==> config.mk <==
export PLATFORM = sky130hd
export DESIGN_NAME = prof_access_gate
export DESIGN_NICKNAME = d
export VERILOG_FILES = /design/src/rtl/prof_access_gate.sv
export SDC_FILE = /design/constraint.sdc
export NUM_CORES = 1
export LEC_CHECK = 0
export BUFFER_PORTS_ARGS = -buffer_cell sky130_fd_sc_hd__buf_2
export CAP_MARGIN = 5
export CELL_PAD_IN_SITES_DETAIL_PLACEMENT = 1
export CELL_PAD_IN_SITES_GLOBAL_PLACEMENT = 2
export CORE_MARGIN = 3
export CORE_UTILIZATION = 15
export DETAILED_ROUTE_END_ITERATION = 7
export GPL_TIMING_DRIVEN = 0
export PLACE_DENSITY = 0.79
export SLEW_MARGIN = 30
export SYNTH_ARGS = -nofsm -noshare
export SYNTH_HDL_FRONTEND = slang
export SYNTH_SLANG_ARGS = --single-unit
==> constraint.sdc <==
create_clock -name clk -period 1.8 [get_ports clk]
set_input_delay 0.18 -clock clk [delete_from_list [all_inputs] [get_ports clk]]
set_output_delay 0.18 -clock clk [all_outputs]
set_load 0.1 [all_outputs]
==> src/rtl/prof_access_gate.sv <==
module prof_access_gate #(
  parameter int EC_W = 6,
  parameter logic [EC_W-1:0] TRAP_EC = 6'h18
) (
  input  logic            clk,
  input  logic            rst_n,
  input  logic            acc_vld,
  input  logic            is_write,
  input  logic [1:0]      cur_lvl,
  input  logic            has_l2,
  input  logic            has_l3,
  input  logic            l2_en,
  input  logic            fgt_present,
  input  logic            l3_fgt_en,
  input  logic            fgt_rd_trap,
  input  logic            fgt_wr_trap,
  input  logic            coarse_trap,
  input  logic            own_en,
  input  logic            own_ns,
  input  logic            cur_ns,
  input  logic            realm_present,
  input  logic            own_nse,
  input  logic            cur_nse,
  input  logic            undef_policy,
  input  logic            undef_first,
  output logic [1:0]      result,
  output logic            result_vld,
  output logic [EC_W-1:0] trap_ec
);

  localparam logic [1:0] RES_ALLOW = 2'b00;
  localparam logic [1:0] RES_UNDEF = 2'b01;
  localparam logic [1:0] RES_TRAP2 = 2'b10;
  localparam logic [1:0] RES_TRAP3 = 2'b11;

  logic own_fail, l2_live, fgt_hit, early_undef, late_fail;
  logic [1:0] nxt;

  assign own_fail    = !own_en || (own_ns != cur_ns) ||
                       (realm_present && (own_nse != cur_nse));
  assign l2_live     = has_l2 && l2_en;
  assign fgt_hit     = l2_live && fgt_present && (!has_l3 || l3_fgt_en) &&
                       (is_write ? fgt_wr_trap : fgt_rd_trap);
  assign early_undef = has_l3 && undef_first && own_fail;
  assign late_fail   = has_l3 && own_fail;

  always_comb begin
    nxt = RES_ALLOW;
    unique case (cur_lvl)
      2'd0: nxt = RES_UNDEF;
      2'd1: begin
        if (early_undef)               nxt = RES_UNDEF;
        else if (fgt_hit)              nxt = RES_TRAP2;
        else if (l2_live && coarse_trap) nxt = RES_TRAP2;
        else if (late_fail)            nxt = undef_policy ? RES_UNDEF : RES_TRAP3;
        else                           nxt = RES_ALLOW;
      end
      2'd2: begin
        if (early_undef)               nxt = RES_UNDEF;
        else if (late_fail)            nxt = undef_policy ? RES_UNDEF : RES_TRAP3;
        else                           nxt = RES_ALLOW;
      end
      default: nxt = RES_ALLOW;
    endcase
  end

  always_ff @(posedge clk) begin
    if (!rst_n) begin
      result     <= RES_ALLOW;
      result_vld <= 1'b0;
      trap_ec    <= '0;
    end else begin
      result_vld <= acc_vld;
      if (acc_vld) begin
        result  <= nxt;
        trap_ec <= nxt[1] ? TRAP_EC : '0;
      end
    end
  end

endmodule

# Yosys cells after proc, flatten, opt, wreduce, memory -nomap -nowiden
# Cells that the tools add are included.
# classes
n_eq_ne	4
n_mux	9
n_reduce_logical	15
# op_table
op	n
two-way mux 2 bit	6
logical AND 1 bit	9
one-hot mux 2 bit (3 select lines)	1
two-way mux 5 bit	1
logical OR 1 bit	3
equality test 2 x 1 -> 1 bit (second input constant)	1
equality test 2 bit (second input constant)	1
logical NOT 1 bit	2
logical NOT 2 bit	1
inequality test 1 bit	2
two-way mux 1 bit	1
# word_totals
ff_bits	9
inputBits	22

# Longest topological paths before layout
# depth
ltp_word	10
mapped_depth	4
mapped_depth_nobuf	4

# Least setup slack after synthesis
# No wires, ideal clock.
# synth_timing
path_type	reg2out
startpoint	register trap_ec[3]
endpoint	output port trap_ec[3]
arrival_time_ps	1391
required_ps	1620
path_slack_ps	229
path_stages_with_launch	2
n_path_buf	1
cell_sequence	dfxtp_1 > buf_4
# synth_rtl
item	line_no	rtl
start: declaration	28	output logic [EC_W-1:0] trap_ec
start signal: assignment	76	trap_ec <= nxt[1] ? TRAP_EC : '0;
# No word-level cell between the ends.

# Final worst setup path
# layout_timing
startpoint	register trap_ec[3]
endpoint	output port trap_ec[3]
# No word-level cell between the ends.

==> flow_summary.toml <==
[yosys]
async_flop_share = 0
synth.avg_cell_area_um2 = 8.563
synth_area_leaders = "dfxtp_1 22%, buf_4 16%, a31oi_4 7.8%"
synth_edf_count = 0
synth_area_leader_cell = "dfxtp_1"
synth_flop_cell = "dfxtp_1"
yosysUniqueCellTypes = 21
yosysMostFrequentCell = "buf_4"
synthCells = 32
synth-seq-cells = 3
ys_top_cells_by_count = "6 x buf_4, 3 x dfxtp_1"
syn_area_um2 = 274.0
ys_seq_area_frac = 0.2192
yosysWarnings = 0
synth_top_cell_area_share = 0.2192

[final_layout]
syn_to_final_growth_pct = 72.15
final_area_um2 = 471.7
drive_gt1_frac = 0.5692
n_antenna_cell = 0
stdcell_count = 89
final_nets = 88

[route]
num_vias = 326
drc = 0
ant_nets = 0
vias_per_cell = 3.663
wl_um = 749
wl_per_cell_um = 8.416
drt_first_pass_iters = 2
drt_iter0_drc = 3

[sta]
fmax_mhz = 767.9
timing.hold.ws_ns = 0.2243
finalHoldViolCount = 0
rsz0062_at_grt = "no"
setup_viol = 0
timing.setup.tns_ns = 0
layout_worst_path_cycle_share = 0.7235
min_period_ns = 1.302
slew_violations = 0
finClkSkew_ns = 0

[power_and_ir_drop]
p_leak_nw = 0.2470
ir_drop_v = 0.0001603
finalPower_uw = 332.2
powerDensity_nw_per_um2 = 704.3

[critical_path]
crit_type = "register to primary output"
worst-path-buf-inv = 2
cp_data_required_time_ns = 1.62
crit_path_max_fanout = 4
path_cells = "buf_4, buf_2"
crit_family = "buffers and inverters"
critPathMaxStageDelay_ns = 0.41
worstSetupStartpointType = "register"
cp_slowest_cell = "buf_2"
end_kind = "primary output"
critPathArrivalTime_ns = 1.12

[clock_network]
h-tree-depth = 1
cts_hold_buf = 0
cts_setup_buffers = 0
ctsResizeCount = 0
path_clk_slew_ns = 0.04
root_buffer = "clkbuf_4"
cts_buffers = 3
cts_buffer_depth = 2
clk_latency_ns = 0.23
cts_tree = "built"
cts.sinks = 3

[min_path]
hp-class = "input port to register"

[placement]
place_area_um2 = 445.4
dpl.cell_count = 85
dp_hpwl_um = 695.2
portBuffers = 26
place_congestion = 0.6969

[global_route]
grt_overflow = 0
grt_pass1_wl_mm = 1.290
grt_usage = 0.07166
grt_pass1_vias = 366
antenna_found_initial = 0
grt_start_max_net_pins = 5

[job]
maxCapViolations = 0

[die]
start_util = 0.1700
die_x_um = 48.74
core_area_um2 = 1612
rows = 14
io-pin-count = 31
die_area_um2 = 2376
dieHeight_um = 48.74

[run_status]
status = "finished clean"
==> area by class of cell <==
type | count | area [µm²]
Timing Repair Buffer | 26 | 130.1
Inverter | 2 | 7.507
Buffer | 6 | 45.04
Fill cell | 222 | 1140
Multi-Input combinational cell | 24 | 172.7
Tap cell | 24 | 30.03
Clock buffer | 4 | 26.28
Sequential cell | 3 | 60.06
==> final timing paths <==
| kind | from | slack (ns) | depth (start not counted) | end |
|---|---|---|---|---|
| max | trap_ec[3] | 0.50 | 2 | trap_ec[3] |
| min | rst_n | 0.22 | 2 | result_vld |
| max reg2reg | result[0] | 1.12 | 2 | result[0] |
| min reg2reg | trap_ec[3] | 0.57 | 1 | trap_ec[3] |
==> through the flow <==
| stage | util | worst slack, ns |
|---|---|---|
| after detailed placement | 0.2764 | 0.6226 |
| after floorplan | - | 0.2285 |
| after CTS | 0.2927 | 0.4881 |
| after global routing | 0.2927 | 0.4349 |
| final | 0.2927 | 0.4978 |
| after global placement | 0.2764 | 0.6247 |
==> power breakdown <==
part	internal [mW]	switching [mW]
combinational	0.0432	0.0993
sequential	0.0705	0.00174
clock	0.0830	0.0345
==> cells by family after synthesis <==
kind of cell,after synthesis,synth area share
other,1,0.01369
buffers and inverters,8,0.1918
xor gates and xnor gates,3,0.09591
DFF,3,0.2192
AOI/OAI and AO/OA,7,0.2512
and+or+nand+nor,9,0.1735
muxes,1,0.05478
==> registers in the layout (all words and copies together) (netlist names) <==
register	cells
result	1
result_vld	1
trap_ec	1
==> layout by cell type, fill, tap and decap left out, types with 2 or more instances in the layout <==
cell type,n
clkbuf_4,3
conb_1,4
dfxtp_1,3
xnor2_1,2
o211ai_1,2
nand3_1,2
buf_4,6
inv_1,2
buf_2,26
==> routing by layer <==
| layer | track usage | share of wire |
|---|---|---|
| met3 | 0.03374 | 0.12 |
| met2 | 0.1176 | 0.48 |
| met4 | 0.05687 | 0.020 |
| met1 | 0.06827 | 0.38 |
| met5 | 0 | 0 |
Note: power is estimated with default switching activity, not from simulation.
